## src/rtl/ln_pkg.sv

```systemverilog
package ln_pkg;

  localparam int FIX_FRAC = 16;
  localparam int LN2_FIX  = 45423;   // 0.6931 in Q16
  localparam int REP_A    = 4;       // shift executed twice
  localparam int REP_B    = 13;      // shift executed twice

  typedef enum logic [1:0] {
    S_IDLE = 2'd0,
    S_RUN  = 2'd1,
    S_FIN  = 2'd2
  } lnState_t;

  typedef struct packed {
    logic load;
    logic iter;
    logic fin;
    logic zeroCase;
  } lnStrobe_t;

  // atanh(2^-i) in Q16
  function automatic int atanhFix(input int i);
    case (i)
      1: atanhFix = 35999;
      2: atanhFix = 16739;
      3: atanhFix = 8235;
      4: atanhFix = 4101;
      5: atanhFix = 2049;
      6: atanhFix = 1024;
      default: atanhFix = (i > FIX_FRAC || i < 1) ? 0 : (1 << (FIX_FRAC - i));
    endcase
  endfunction

  function automatic int stepCount(input int numIter);
    stepCount = numIter + ((numIter >= REP_A) ? 1 : 0) + ((numIter >= REP_B) ? 1 : 0);
  endfunction

endpackage

```

## src/rtl/ln_lead_one.sv

```systemverilog
module ln_lead_one #(
  parameter int W  = 16,
  parameter int PW = (W > 1) ? $clog2(W) : 1
) (
  input  logic [W-1:0]  vec,
  output logic [PW-1:0] pos,
  output logic          found
);

  always_comb begin
    pos   = '0;
    found = 1'b0;
    for (int k = 0; k < W; k++) begin
      if (vec[k]) begin
        pos   = PW'(k);
        found = 1'b1;
      end
    end
  end

endmodule

```

## src/rtl/ln_ctrl.sv

```systemverilog
module ln_ctrl
  import ln_pkg::*;
#(
  parameter int NUM_ITER = 16,
  parameter int SHW      = $clog2(NUM_ITER + 1)
) (
  input  logic           clk,
  input  logic           rstN,
  input  logic           start,
  input  logic           dinZero,
  output lnStrobe_t      strobe,
  output logic [SHW-1:0] shAmt,
  output logic           done
);

  localparam int STEPS = stepCount(NUM_ITER);
  localparam int STW   = $clog2(STEPS + 1);
  localparam logic [STW-1:0] LAST = STW'(STEPS - 1);

  lnState_t       state;
  logic [STW-1:0] step;
  logic           zeroLatch;
  int             shInt;

  always_ff @(posedge clk) begin
    if (!rstN) begin
      state     <= S_IDLE;
      step      <= '0;
      zeroLatch <= 1'b0;
      done      <= 1'b0;
    end else begin
      done <= (state == S_FIN);
      case (state)
        S_IDLE: begin
          if (start) begin
            step      <= '0;
            zeroLatch <= dinZero;
            state     <= dinZero ? S_FIN : S_RUN;
          end
        end
        S_RUN: begin
          step <= step + 1'b1;
          if (step == LAST) state <= S_FIN;
        end
        S_FIN:   state <= S_IDLE;
        default: state <= S_IDLE;
      endcase
    end
  end

  always_comb begin
    shInt = int'(step) + 1;
    if (int'(step) >= REP_A)     shInt = shInt - 1;
    if (int'(step) >= REP_B + 1) shInt = shInt - 1;
    shAmt = SHW'(shInt);
  end

  always_comb begin
    strobe.load     = (state == S_IDLE) && start;
    strobe.iter     = (state == S_RUN);
    strobe.fin      = (state == S_FIN);
    strobe.zeroCase = zeroLatch;
  end

  // result pulse is one cycle wide
  a_r5_done_single: assert property (@(posedge clk) disable iff (!rstN)
    done |=> !done);

  // one iteration per clock until the last step
  a_r5_step_advance: assert property (@(posedge clk) disable iff (!rstN)
    (state == S_RUN && step != LAST) |=> (state == S_RUN && step == $past(step) + 1'b1));

  // last iteration hands over to the output cycle
  a_r5_last_to_fin: assert property (@(posedge clk) disable iff (!rstN)
    (state == S_RUN && step == LAST) |=> (state == S_FIN));

  // a busy unit never reloads
  a_r6_no_reload: assert property (@(posedge clk) disable iff (!rstN)
    (state != S_IDLE) |-> !strobe.load);

endmodule

```

## src/rtl/ln_datapath.sv

```systemverilog
module ln_datapath
  import ln_pkg::*;
#(
  parameter int IN_W     = 16,
  parameter int IN_FRAC  = 8,
  parameter int OUT_W    = 32,
  parameter int NUM_ITER = 16,
  parameter int SHW      = $clog2(NUM_ITER + 1)
) (
  input  logic                    clk,
  input  logic                    rstN,
  input  logic [IN_W-1:0]         din,
  input  lnStrobe_t               strobe,
  input  logic [SHW-1:0]          shAmt,
  output logic                    dinZero,
  output logic signed [OUT_W-1:0] lnOut,
  output logic                    zeroErr
);

  localparam int DW = FIX_FRAC + 4;
  localparam int PW = (IN_W > 1) ? $clog2(IN_W) : 1;
  localparam int NW = $clog2(IN_W + IN_FRAC + 1) + 1;
  localparam int WW = IN_W + FIX_FRAC;
  localparam logic signed [DW-1:0]    ONE   = DW'(1) <<< FIX_FRAC;
  localparam logic signed [DW-1:0]    TWO   = DW'(2) <<< FIX_FRAC;
  localparam logic signed [DW-1:0]    HALF  = DW'(1) <<< (FIX_FRAC - 1);
  localparam logic signed [OUT_W-1:0] LN2_Q = OUT_W'(LN2_FIX);
  localparam logic signed [OUT_W-1:0] MINV  = {1'b1, {(OUT_W-1){1'b0}}};

  logic [PW-1:0]          pos;
  logic                   found;
  logic [WW-1:0]          wide;
  logic signed [DW-1:0]   tS;
  logic signed [NW-1:0]   nNext;
  logic signed [DW-1:0]   xReg, yReg, zReg;
  logic signed [NW-1:0]   nReg;
  logic signed [DW-1:0]   xSh, ySh, ang;
  logic signed [OUT_W-1:0] zExt, nExt, lnVal;

  ln_lead_one #(.W(IN_W), .PW(PW)) u_lead (
    .vec  (din),
    .pos  (pos),
    .found(found)
  );

  assign dinZero = !found;

  // mantissa t in [0.5,1) with its top bit at FIX_FRAC-1
  always_comb begin
    wide  = ({{FIX_FRAC{1'b0}}, din} << (FIX_FRAC - 1)) >> pos;
    tS    = signed'(DW'(wide[FIX_FRAC-1:0]));
    nNext = NW'(int'(pos) + 1 - IN_FRAC);
  end

  always_comb begin
    xSh = xReg >>> shAmt;
    ySh = yReg >>> shAmt;
    ang = DW'(atanhFix(int'(shAmt)));
  end

  always_ff @(posedge clk) begin
    if (!rstN) begin
      xReg <= '0;
      yReg <= '0;
      zReg <= '0;
      nReg <= '0;
    end else if (strobe.load) begin
      xReg <= tS + ONE;
      yReg <= tS - ONE;
      zReg <= '0;
      nReg <= nNext;
    end else if (strobe.iter) begin
      if (yReg[DW-1]) begin
        xReg <= xReg + ySh;
        yReg <= yReg + xSh;
        zReg <= zReg - ang;
      end else begin
        xReg <= xReg - ySh;
        yReg <= yReg - xSh;
        zReg <= zReg + ang;
      end
    end
  end

  always_comb begin
    zExt  = OUT_W'(zReg);
    nExt  = OUT_W'(nReg);
    lnVal = (zExt <<< 1) + nExt * LN2_Q;
  end

  always_ff @(posedge clk) begin
    if (!rstN) begin
      lnOut   <= '0;
      zeroErr <= 1'b0;
    end else if (strobe.fin) begin
      lnOut   <= strobe.zeroCase ? MINV : lnVal;
      zeroErr <= strobe.zeroCase;
    end
  end

  // loaded pair is (t+1, t-1) with t in [0.5,1)
  a_r3_load_norm: assert property (@(posedge clk) disable iff (!rstN)
    (strobe.load && found) |=> ((xReg - yReg) == TWO && yReg[DW-1] && yReg >= -HALF));

  // vectoring has driven y close to zero before the output cycle
  a_r4_y_settled: assert property (@(posedge clk) disable iff (!rstN)
    (strobe.fin && !strobe.zeroCase) |-> (yReg < DW'(64) && yReg > -DW'(64)));

  // error flag always pairs with the most negative code
  a_r7_zero_min: assert property (@(posedge clk) disable iff (!rstN)
    zeroErr |-> (lnOut == MINV));

  // outputs move only on the output cycle
  a_r8_hold: assert property (@(posedge clk) disable iff (!rstN)
    !strobe.fin |=> ($stable(lnOut) && $stable(zeroErr)));

endmodule

```

## src/rtl/cordic_ln.sv

```systemverilog
module cordic_ln
  import ln_pkg::*;
#(
  parameter int IN_W     = 16,
  parameter int IN_FRAC  = 8,
  parameter int OUT_W    = 32,
  parameter int NUM_ITER = 16
) (
  input  logic             clk,
  input  logic             rstN,
  input  logic             start,
  input  logic [IN_W-1:0]  operand,
  output logic             done,
  output logic [OUT_W-1:0] lnOut,
  output logic             zeroErr
);

  localparam int SHW = $clog2(NUM_ITER + 1);

  lnStrobe_t               strobe;
  logic [SHW-1:0]          shAmt;
  logic                    dinZero;
  logic signed [OUT_W-1:0] lnInt;

  ln_ctrl #(.NUM_ITER(NUM_ITER), .SHW(SHW)) u_ctrl (
    .clk    (clk),
    .rstN   (rstN),
    .start  (start),
    .dinZero(dinZero),
    .strobe (strobe),
    .shAmt  (shAmt),
    .done   (done)
  );

  ln_datapath #(
    .IN_W(IN_W), .IN_FRAC(IN_FRAC), .OUT_W(OUT_W), .NUM_ITER(NUM_ITER), .SHW(SHW)
  ) u_dp (
    .clk    (clk),
    .rstN   (rstN),
    .din    (operand),
    .strobe (strobe),
    .shAmt  (shAmt),
    .dinZero(dinZero),
    .lnOut  (lnInt),
    .zeroErr(zeroErr)
  );

  assign lnOut = lnInt;

endmodule

```

## config.mk

```make
export PLATFORM = sky130hd
export DESIGN_NAME = cordic_ln
export DESIGN_NICKNAME = d
export VERILOG_FILES = /design/src/rtl/ln_pkg.sv /design/src/rtl/ln_lead_one.sv /design/src/rtl/ln_ctrl.sv /design/src/rtl/ln_datapath.sv /design/src/rtl/cordic_ln.sv
export SDC_FILE = /design/constraint.sdc
export NUM_CORES = 1
export LEC_CHECK = 0
export ABC_AREA = 1
export CAP_MARGIN = 20
export CORE_MARGIN = 1.5
export CORE_UTILIZATION = 40
export CTS_CLUSTER_SIZE = 30
export DETAILED_ROUTE_END_ITERATION = 10
export GPL_ROUTABILITY_DRIVEN = 0
export REMOVE_ABC_BUFFERS = 1
export SYNTH_ARGS = -nofsm -noshare
export SYNTH_HDL_FRONTEND = slang
export SYNTH_SLANG_ARGS = --single-unit
```

## constraint.sdc

```tcl
create_clock -name clk -period 5.3 [get_ports clk]
set_clock_uncertainty 0.1 [all_clocks]
set_input_delay 1.06 -clock clk [delete_from_list [all_inputs] [get_ports clk]]
set_output_delay 1.06 -clock clk [all_outputs]
set_load 0.02 [all_outputs]
```

==> results.json, run 1 <==
{
  "synthTopCellsByArea": "dfxtp_1 14%, nand2_1 14%, ha_1 12%",
  "status": "finished clean",
  "worstPathMaxFanout": 8,
  "nets": 2641,
  "initial_core_util": 0.406,
  "grt-ovfl-total": 0,
  "root_buffer": "clkbuf_16",
  "hold_start": "u_dp.lnOut[14]",
  "vias_per_cell": 5.39,
  "holdPathEnd": "u_dp.lnOut[14]",
  "r2r_end": "u_dp.zReg[14]",
  "drt_iter0_drc": 1170,
  "avgSynthCellArea_um2": 6.38,
  "worst_ir_drop_vdd_mv": 0.458,
  "max_stage_delay_ns": 0.33,
  "cts_buffers": 9,
  "holdCritPathClass": "flip-flop to flip-flop",
  "finalCriticalPeriod_ns": 5.29,
  "io_buffers": 52,
  "ys_warn_count": 0,
  "coreArea_mm2": 0.0345,
  "cts_tree": "yes",
  "vias": 15700,
  "cts_max_path_buffers": 2,
  "start_kind": "flip-flop",
  "crit_slowest_cell": "dfxtp_2",
  "synth-seq-cells": 101,
  "seqPwrFrac": 0.129,
  "cap_violations": 0,
  "synth_top_area_frac": 0.144,
  "clkSlewWorstSetupHoldPaths_ns": 0.07,
  "synthArstFlopShare": 0,
  "whs_ns": 0.366,
  "numClockSinks": 101,
  "ff2ff_path_depth": 36,
  "hpwlAfterDp_mm": 37.7,
  "synth_common_cells": "518 x nand2_1, 284 x inv_1, 181 x a21oi_1",
  "critical_path_required_ns": 5.47,
  "grt_pass1_vias": 14700,
  "powerDensity_mw_per_mm2": 448,
  "rrSetupSlack_ns": 0.01,
  "setup_viol": 0,
  "p_int_mw": 4.01,
  "synthFlopType": "dfxtp_1",
  "synthMuxAreaShare": 0,
  "holdPathStages": 2,
  "synthAdderAreaFrac": 0.170,
  "grt_max_degree": 58,
  "hold_buffers": 0,
  "leakage_nw": 8.82,
  "setup_slack_ns": 0.0115,
  "worstPathArrival_ns": 5.46,
  "hold_violations": 0,
  "dr.pass1.iters": 6,
  "r2r-start": "u_ctrl.step[0]",
  "io_pins": 53,
  "wire_per_inst_um": 16.3,
  "yosysUniqueCellTypes": 65,
  "drv_slew": 0,
  "final_layout_size_suffix_gt1_frac": 0.232,
  "yosysTopAreaCell": "dfxtp_1",
  "pwr-share-clk": 0.084,
  "rows": 68,
  "antenna_cells": 0,
  "synth_compound_area_frac": 0.213,
  "nFillCells": 3531,
  "switching_power_mw": 4.05,
  "grt_use_total": 0.258,
  "synth_edf_count": 0,
  "synth-simple-area-share": 0.315,
  "netlist_area_mm2": 0.0140,
  "die_area_mm2": 0.0362,
  "switching_share": 0.502,
  "synth_xor_area_frac": 0.0442,
  "area_growth_pct": 28.2,
  "synthCells": 2199,
  "relSlewSlack": 0.234,
  "wl_mm": 47.5,
  "synth_top_family_by_area": "simple AND/OR/NAND/NOR gates",
  "seq_area_frac_synth": 0.144,
  "crit_type": "flip-flop to flip-flop",
  "grt_pass1_wl_mm": 74.7,
  "die_x_um": 190,
  "clock_latency_ns": 0.38,
  "clock.fmax_ghz": 0.189,
  "rsz0062_at_grt": "yes",
  "ant_nets": 0,
  "worst_pin_slew_ns": 1.15,
  "chipHeight_um": 190,
  "cts.htree.levels": 3,
  "cp_common_cell": "nand2_1",
  "antenna_found_initial": 0,
  "preCtsSetupSlack_ns": -0.412,
  "drc_errors": 0,
  "synth_most_common_cell": "nand2_1",
  "pwr-share-comb": 0.787,
  "worstSetupEndpointType": "flip-flop",
  "min_period_over_period": 0.998
}
cell type report:
class | count | area (µm²) | area share
flip-flops and latches | 101 | 2030 | 0.113
repair buffers | 323 | 2660 | 0.148
well taps | 455 | 569 | 0.0317
repair inverters | 1 | 8.76 | 0.000487
clock buffers | 11 | 253 | 0.0141
inverters | 299 | 1140 | 0.0634
clock inverters | 4 | 31.3 | 0.00174
multi-input cells | 1717 | 11300 | 0.628
stage by stage:
step	area, µm²	TNS (ns)	utilization	total power [mW]	cells
final	18000	0	0.521	8.06	2911
after floorplan	13600	-7.21	-	4.22	2117
after global placement	16500	-1.56	0.479	6.31	2871
after detailed placement	16500	-3.13	0.479	6.38	2871
after CTS	17000	-0.0195	0.491	7.22	2888
after global routing	18000	-3.91	0.521	8.69	2911
worst max path at each step:
stage                    from             to  slack [ns]  cells after the start
6_report       u_ctrl.step[0]  u_dp.zReg[14]        0.01                     36
5_1_grt        u_ctrl.step[0]  u_dp.zReg[19]       -0.35                     37
4_1_cts        u_ctrl.step[0]  u_dp.xReg[19]       -0.02                     37
3_5_place_dp   u_ctrl.step[0]  u_dp.yReg[14]       -0.41                     34
3_3_place_gp   u_ctrl.step[0]  u_dp.yReg[14]       -0.36                     34
2_1_floorplan  u_ctrl.step[0]  u_dp.zReg[15]       -0.63                     35
worst max-delay path, delay by kind of cell, from the launching register on:
kind,cells,cell delay (ns)
DFF,1,0.33
adders and majority gates,5,1.17
xor gates and xnor gates,3,0.48
and+or+nand+nor,14,1.54
buffers and inverters,5,0.33
AOI/OAI and AO/OA,9,1.22
flip-flops by register name, summed over array words and instances, names as in the netlist:
register	flops
u_dp.zReg	20
u_dp.xReg	20
u_dp.zeroErr	1
u_ctrl.step	5
u_ctrl.done	1
u_ctrl.state	2
u_dp.yReg	20
u_dp.lnOut	25
u_ctrl.zeroLatch	1
u_dp.nReg	6
cells by family (layout without fill, tap and decap cells):
family | count (synthesis) | count (layout)
AND/OR/NAND/NOR | 956 | 956
AO/OA/AOI/OAI | 521 | 521
buffers and inverters | 381 | 638
adder cells (fa/ha/maj) | 170 | 170
flip-flops | 101 | 101
XOR/XNOR | 70 | 70
layer usage:
metal  vias to the layer above  GRT usage  wire (µm)
met2                       454      0.446      23000
met4                         0     0.0887       1350
met5                         -          0          0
met3                        77     0.0272       2340
met1                      7371      0.334      20800
li1                       7783          -          -
what timing repair did:
item | CTS | global route
endpoints found under the setup margin | 23 | 37
gates cloned | 0 | 2
buffers inserted | 2 | 21
gates resized for setup | 31 | 203
pin swaps | 15 | 79
power groups by stage:
| stage | Clock (mW) | Sequential, mW | Combinational (mW) |
|---|---|---|---|
| after floorplan | 0 | 0.988 | 3.23 |
| after global placement | 0 | 1.03 | 5.28 |
| after detailed placement | 0 | 1.04 | 5.34 |
| after CTS | 0.699 | 1.02 | 5.50 |
| after global routing | 0.729 | 1.05 | 6.91 |
| final | 0.681 | 1.04 | 6.34 |
layout by cell type (no fill, tap or decap), types with 5 or more instances in the layout:
master / Yosys / routed
nand2_1: 518 / 495
ha_1: 135 / 117
inv_2: 12 / 14
o211ai_1: 33 / 33
xnor2_1: 25 / 23
nand3_1: 113 / 100
a21oi_1: 181 / 157
nor3_1: 15 / 10
o22ai_1: 6 / 6
o31ai_1: 6 / 5
o21ai_2: 12 / 28
a21oi_4: 2 / 7
nor2_4: 11 / 18
nand3_4: 4 / 8
buf_6: 10 / 11
ha_4: 0 / 14
o21ai_1: 57 / 71
fa_1: 35 / 34
nand2_4: 10 / 12
a31oi_1: 19 / 16
nand2_2: 15 / 33
nand3b_1: 6 / 6
o21ai_0: 155 / 124
clkdlybuf4s50_1: 0 / 52
or2_1: 5 / 5
nand3_2: 14 / 23
a21boi_0: 14 / 11
buf_4: 14 / 255
clkbuf_16: 0 / 10
or2_2: 17 / 16
dfxtp_1: 101 / 97
o21bai_1: 8 / 7
nand4_1: 32 / 32
inv_1: 284 / 280
xor2_1: 44 / 41
nor2_2: 17 / 29
nor2_1: 157 / 138
a21oi_2: 1 / 20
Note: power is estimated with default switching activity, not from simulation.
==> run 2: changes to the inputs <==
--- a/config.mk
+++ b/config.mk
@@ -12,6 +12,7 @@
 export CTS_CLUSTER_SIZE = 30
 export DETAILED_ROUTE_END_ITERATION = 10
 export GPL_ROUTABILITY_DRIVEN = 0
+export GPL_TIMING_DRIVEN = 0
 export REMOVE_ABC_BUFFERS = 1
 export SYNTH_ARGS = -nofsm -noshare
 export SYNTH_HDL_FRONTEND = slang
==> results.json, run 2 (synthesis gave the netlist of run 1 again) <==
{
  "status": "complete, but fails checks",
  "violations": "setup timing",
  "fin_tns_setup_ns": -0.187,
  "clkSlewWorstSetupHoldPaths_ns": 0.08,
  "hold_buffers": 0,
  "crit_slowest_cell": "dfxtp_4",
  "antenna_found_initial": 0,
  "clock_latency_ns": 0.39,
  "place_area_mm2": 0.0148,
  "cts_buffers": 9,
  "ff2ff_path_depth": 30,
  "powerDensity_mw_per_mm2": 447,
  "ant_nets": 0,
  "grt_pass1_vias": 14000,
  "final_cell_mix": "484 x nand2_1, 273 x inv_1, 147 x a21oi_1",
  "power.total_mw": 7.86,
  "antenna_cells": 0,
  "grt-ovfl-total": 0,
  "holdPathStages": 2,
  "leakage_nw": 8.28,
  "hpwlAfterDp_mm": 34.2,
  "initial_core_util": 0.406,
  "coreArea_mm2": 0.0345,
  "cts.htree.levels": 3,
  "largest_reg_flops": 25,
  "setup_slack_ns": -0.0500,
  "nets": 2499,
  "relSlewSlack": 0.269,
  "die_x_um": 190,
  "setup_viol": 8,
  "cap_violations": 0,
  "wire_per_inst_um": 17.3,
  "drc_errors": 0,
  "cp_common_cell": "nand2_1",
  "finalCriticalPeriod_ns": 5.35,
  "hold_violations": 0,
  "clock.fmax_ghz": 0.187,
  "rrSetupSlack_ns": -0.05,
  "rows": 68,
  "holdPathEnd": "u_dp.lnOut[22]",
  "wl_mm": 47.9,
  "r2r-start": "u_ctrl.step[0]",
  "whs_ns": 0.366,
  "io_buffers": 52,
  "worst_pin_slew_ns": 1.10,
  "worstPathMaxFanout": 5,
  "area_growth_pct": 25.2,
  "vias": 15300,
  "crit_type": "flip-flop to flip-flop",
  "dr.pass1.iters": 6,
  "grt_max_degree": 56,
  "root_buffer": "clkbuf_16",
  "holdCritPathClass": "flip-flop to flip-flop",
  "layout_commonest_cell": "nand2_1",
  "final_cell_area_mm2": 0.0176,
  "numClockSinks": 101,
  "drv_slew": 0,
  "final_layout_size_suffix_gt1_frac": 0.215,
  "worstSetupEndpointType": "flip-flop",
  "vias_per_cell": 5.52,
  "grt_use_total": 0.252,
  "min_period_over_period": 1.01,
  "r2r_end": "u_dp.xReg[13]",
  "cts_tree": "yes",
  "top_register": "u_dp.lnOut",
  "max_stage_delay_ns": 0.37,
  "critical_path_required_ns": 5.49,
  "cts_max_path_buffers": 2,
  "fin_util": 0.509,
  "io_pins": 53,
  "worstPathArrival_ns": 5.54,
  "start_kind": "flip-flop",
  "grt_pass1_wl_mm": 72.7,
  "worst_ir_drop_vdd_mv": 0.407,
  "die_area_mm2": 0.0362,
  "chipHeight_um": 190,
  "drt_iter0_drc": 1222,
  "rsz0062_at_grt": "yes",
  "hold_start": "u_dp.lnOut[22]"
}
## run 2: through the flow
step,setup WS [ns],cells
2_1_floorplan,-0.628,2117
3_3_place_gp,-2.69,2624
3_5_place_dp,-1.67,2630
4_1_cts,-0.000675,2698
5_1_grt,-0.310,2770
6_report,-0.0500,2770
## run 2: critical path, delay by kind of cell, from the launching register on
| kind | cells | cell delay [ns] |
|---|---|---|
| adders and majority gates | 3 | 0.87 |
| and+or+nand+nor | 13 | 1.87 |
| xor gates and xnor gates | 3 | 0.52 |
| AOI/OAI and AO/OA | 7 | 1.20 |
| DFF | 1 | 0.37 |
| buffers and inverters | 4 | 0.29 |
## run 2: timing repair
item | in CTS | in global routing
pin swaps | 61 | 133
gates resized for setup | 146 | 195
setup buffers | 45 | 69
gates cloned | 7 | 3
endpoints found under the setup margin | 55 | 40
## run 2: layout make-up
cell class,instances,area (µm²)
well taps,455,569
flip-flops and latches,101,2030
repair inverters,3,28.8
fillers,3443,17000
repair buffers,172,1590
multi-input cells,1724,11900
clock buffers,9,225
clock inverters,7,104
inverters,299,1160
## run 2: worst max-delay path by stage
stage	endpoint	cells after the start	from	slack, ns
floorplan	u_dp.zReg[15]	35	u_ctrl.step[0]	-0.63
global placement	u_dp.xReg[8]	8	u_ctrl.state[0]	-2.69
detailed placement	u_dp.zReg[15]	35	u_ctrl.step[0]	-1.67
CTS	u_dp.xReg[16]	38	u_ctrl.step[0]	-0.0007
global route	u_dp.zReg[14]	35	u_ctrl.step[0]	-0.31
finish	u_dp.xReg[13]	30	u_ctrl.step[0]	-0.05
## run 2: power by group
group	switching (mW)	leakage, nW	internal (mW)	total (mW)
combinational	3.59	7.29	2.43	6.02
sequential	0.161	0.830	0.870	1.03
clock	0.386	0.160	0.423	0.809
total	4.14	8.28	3.72	7.86
## run 2: layer usage
metal / routed length [µm] / vias to the layer above / track usage
met5: 0 / - / 0
met1: 20300 / 7097 / 0.317
met3: 2570 / 162 / 0.0283
li1: - / 7520 / -
met4: 2460 / 0 / 0.122
met2: 22600 / 510 / 0.429
==> run 3: changes to the inputs <==
--- a/config.mk
+++ b/config.mk
@@ -12,7 +12,7 @@
 export CTS_CLUSTER_SIZE = 30
 export DETAILED_ROUTE_END_ITERATION = 10
 export GPL_ROUTABILITY_DRIVEN = 0
-export GPL_TIMING_DRIVEN = 0
+export PLACE_DENSITY_LB_ADDON = 0.05
 export REMOVE_ABC_BUFFERS = 1
 export SYNTH_ARGS = -nofsm -noshare
 export SYNTH_HDL_FRONTEND = slang
==> results.json, run 3 (synthesis gave the netlist of run 1 again) <==
{
  "top_register": "u_dp.lnOut",
  "min_period_over_period": 0.983,
  "cts.htree.levels": 3,
  "worst_ir_drop_vdd_mv": 0.490,
  "setup.worst_path.start": "u_ctrl.step[0]",
  "wl_mm": 50.3,
  "relSlewSlack": 0.355,
  "pwr-share-comb": 0.789,
  "coreArea_mm2": 0.0345,
  "worst_pin_slew_ns": 0.965,
  "power.total_mw": 8.90,
  "r2r-start": "u_ctrl.step[0]",
  "drc_errors": 0,
  "dr.pass1.iters": 5,
  "status": "finished clean",
  "drt_iter0_drc": 785,
  "leakage_nw": 9.36,
  "top_layer_used": "met4",
  "vias_per_cell": 5.26,
  "area_growth_pct": 36.4,
  "chipHeight_um": 190,
  "pwr-share-clk": 0.094,
  "nets": 2732,
  "clock.fmax_ghz": 0.192,
  "setup_slack_ns": 0.0897,
  "die_area_mm2": 0.0362,
  "final_layout_size_suffix_gt1_frac": 0.279,
  "initial_core_util": 0.406,
  "grt-ovfl-total": 0,
  "vias": 15800,
  "clock_latency_ns": 0.37,
  "switching_power_mw": 4.28,
  "met1Wirelength_mm": 21.3,
  "io_pins": 53,
  "p_int_mw": 4.62,
  "place_area_mm2": 0.0172,
  "whs_ns": 0.366,
  "crit_slowest_cell": "dfxtp_2",
  "r2r_end": "u_dp.yReg[14]",
  "max_stage_delay_ns": 0.34,
  "crit_type": "flip-flop to flip-flop",
  "hold_violations": 0,
  "rows": 68,
  "rrSetupSlack_ns": 0.09,
  "grt_use_total": 0.272,
  "largest_reg_flops": 25,
  "start_kind": "flip-flop",
  "critical_path_required_ns": 5.48,
  "cap_violations": 0,
  "hpwlAfterDp_mm": 40.3,
  "worstSetupEndpointType": "flip-flop",
  "final_cell_mix": "486 x nand2_1, 337 x buf_4, 278 x inv_1",
  "layout_commonest_cell": "nand2_1",
  "worstPathArrival_ns": 5.39,
  "grt_max_degree": 58,
  "switching_share": 0.481,
  "holdCritPathClass": "flip-flop to flip-flop",
  "antenna_found_initial": 0,
  "hold_buffers": 0,
  "setup_viol": 0,
  "wire_per_inst_um": 16.8,
  "drv_slew": 0,
  "powerDensity_mw_per_mm2": 465,
  "io_buffers": 52,
  "root_buffer": "clkbuf_16",
  "ff2ff_path_depth": 35,
  "cts_buffers": 9,
  "rsz0062_at_grt": "yes",
  "preCtsSetupSlack_ns": -0.348,
  "die_x_um": 190,
  "critPathCapture": "u_dp.yReg[14]",
  "grt_pass1_vias": 14700,
  "ant_nets": 0,
  "antenna_cells": 0,
  "cts_tree": "yes",
  "fin_tns_setup_ns": 0,
  "finalCriticalPeriod_ns": 5.21,
  "cp_common_cell": "nand2_1",
  "worstPathMaxFanout": 9,
  "grt_pass1_wl_mm": 77.6,
  "numClockSinks": 101,
  "seqPwrFrac": 0.117,
  "dr_wl_met2_mm": 24.9,
  "cts_max_path_buffers": 2,
  "final_cell_area_mm2": 0.0191,
  "met3_length_mm": 2.07,
  "clkSlewWorstSetupHoldPaths_ns": 0.08
}
## run 3: cell count changes in the layout (fill, tap and decap cells not counted), moves of 6 or more
cell     delta
ha_1        +7
nand3_1     +6
a21oi_1     -6
buf_6       +6
nand2_4     -9
buf_4     +233
nor2_2      +7
## run 3: worst min-delay path by stage
stage | start | cells after the start | to | slack [ns]
global placement | u_dp.lnOut[17] | 2 | u_dp.lnOut[17] | 0.35
CTS | u_dp.lnOut[19] | 2 | u_dp.lnOut[19] | 0.37
floorplan | u_ctrl.state[0] | 2 | u_ctrl.state[1] | 0.37
detailed placement | u_dp.lnOut[19] | 2 | u_dp.lnOut[19] | 0.36
global route | u_dp.lnOut[22] | 2 | u_dp.lnOut[22] | 0.38
finish | u_dp.lnOut[17] | 2 | u_dp.lnOut[17] | 0.37
## run 3: metal layers
metal,vias up,global-route usage
li1,7965,-
met1,7370,0.336
met2,367,0.494
met3,92,0.0243
met4,0,0.0875
met5,-,0
## run 3: metrics by stage
step | util | instances
global placement | 0.497 | 2948
finish | 0.554 | 3001
CTS | 0.519 | 2973
detailed placement | 0.498 | 2949
global route | 0.554 | 3001
floorplan | - | 2117
## run 3: layout make-up
cell class | count | area [µm²]
clock buffer | 9 | 225
clock inverter | 5 | 125
fill | 3477 | 15400
inverter | 299 | 1140
multi-input combinational | 1717 | 11600
sequential | 101 | 2020
tap | 455 | 569
timing repair buffer | 414 | 3440
timing repair inverter | 1 | 8.76
## run 3: worst max-delay path: cells and delay by family (launching register included)
kind	cells	cell delay (ns)
and+or+nand+nor	16	1.83
adders and majority gates	3	0.78
DFF	1	0.34
buffers and inverters	6	0.61
xor gates and xnor gates	3	0.42
AOI/OAI and AO/OA	7	1.04
## run 3: power groups by stage
| stage | Sequential [mW] | Combinational (mW) | Clock, mW |
|---|---|---|---|
| 2_1_floorplan | 0.988 | 3.23 | 0 |
| 3_3_place_gp | 1.04 | 5.62 | 0 |
| 3_5_place_dp | 1.04 | 5.64 | 0 |
| 4_1_cts | 1.03 | 5.94 | 0.847 |
| 5_1_grt | 1.05 | 7.65 | 0.871 |
| 6_report | 1.04 | 7.02 | 0.833 |
## run 3: repair_timing
item,in CTS,in global routing
endpoints found under the setup margin,28,37
pin swaps,28,123
cloned,1,2
buffers inserted,9,27
gates resized for setup,65,242
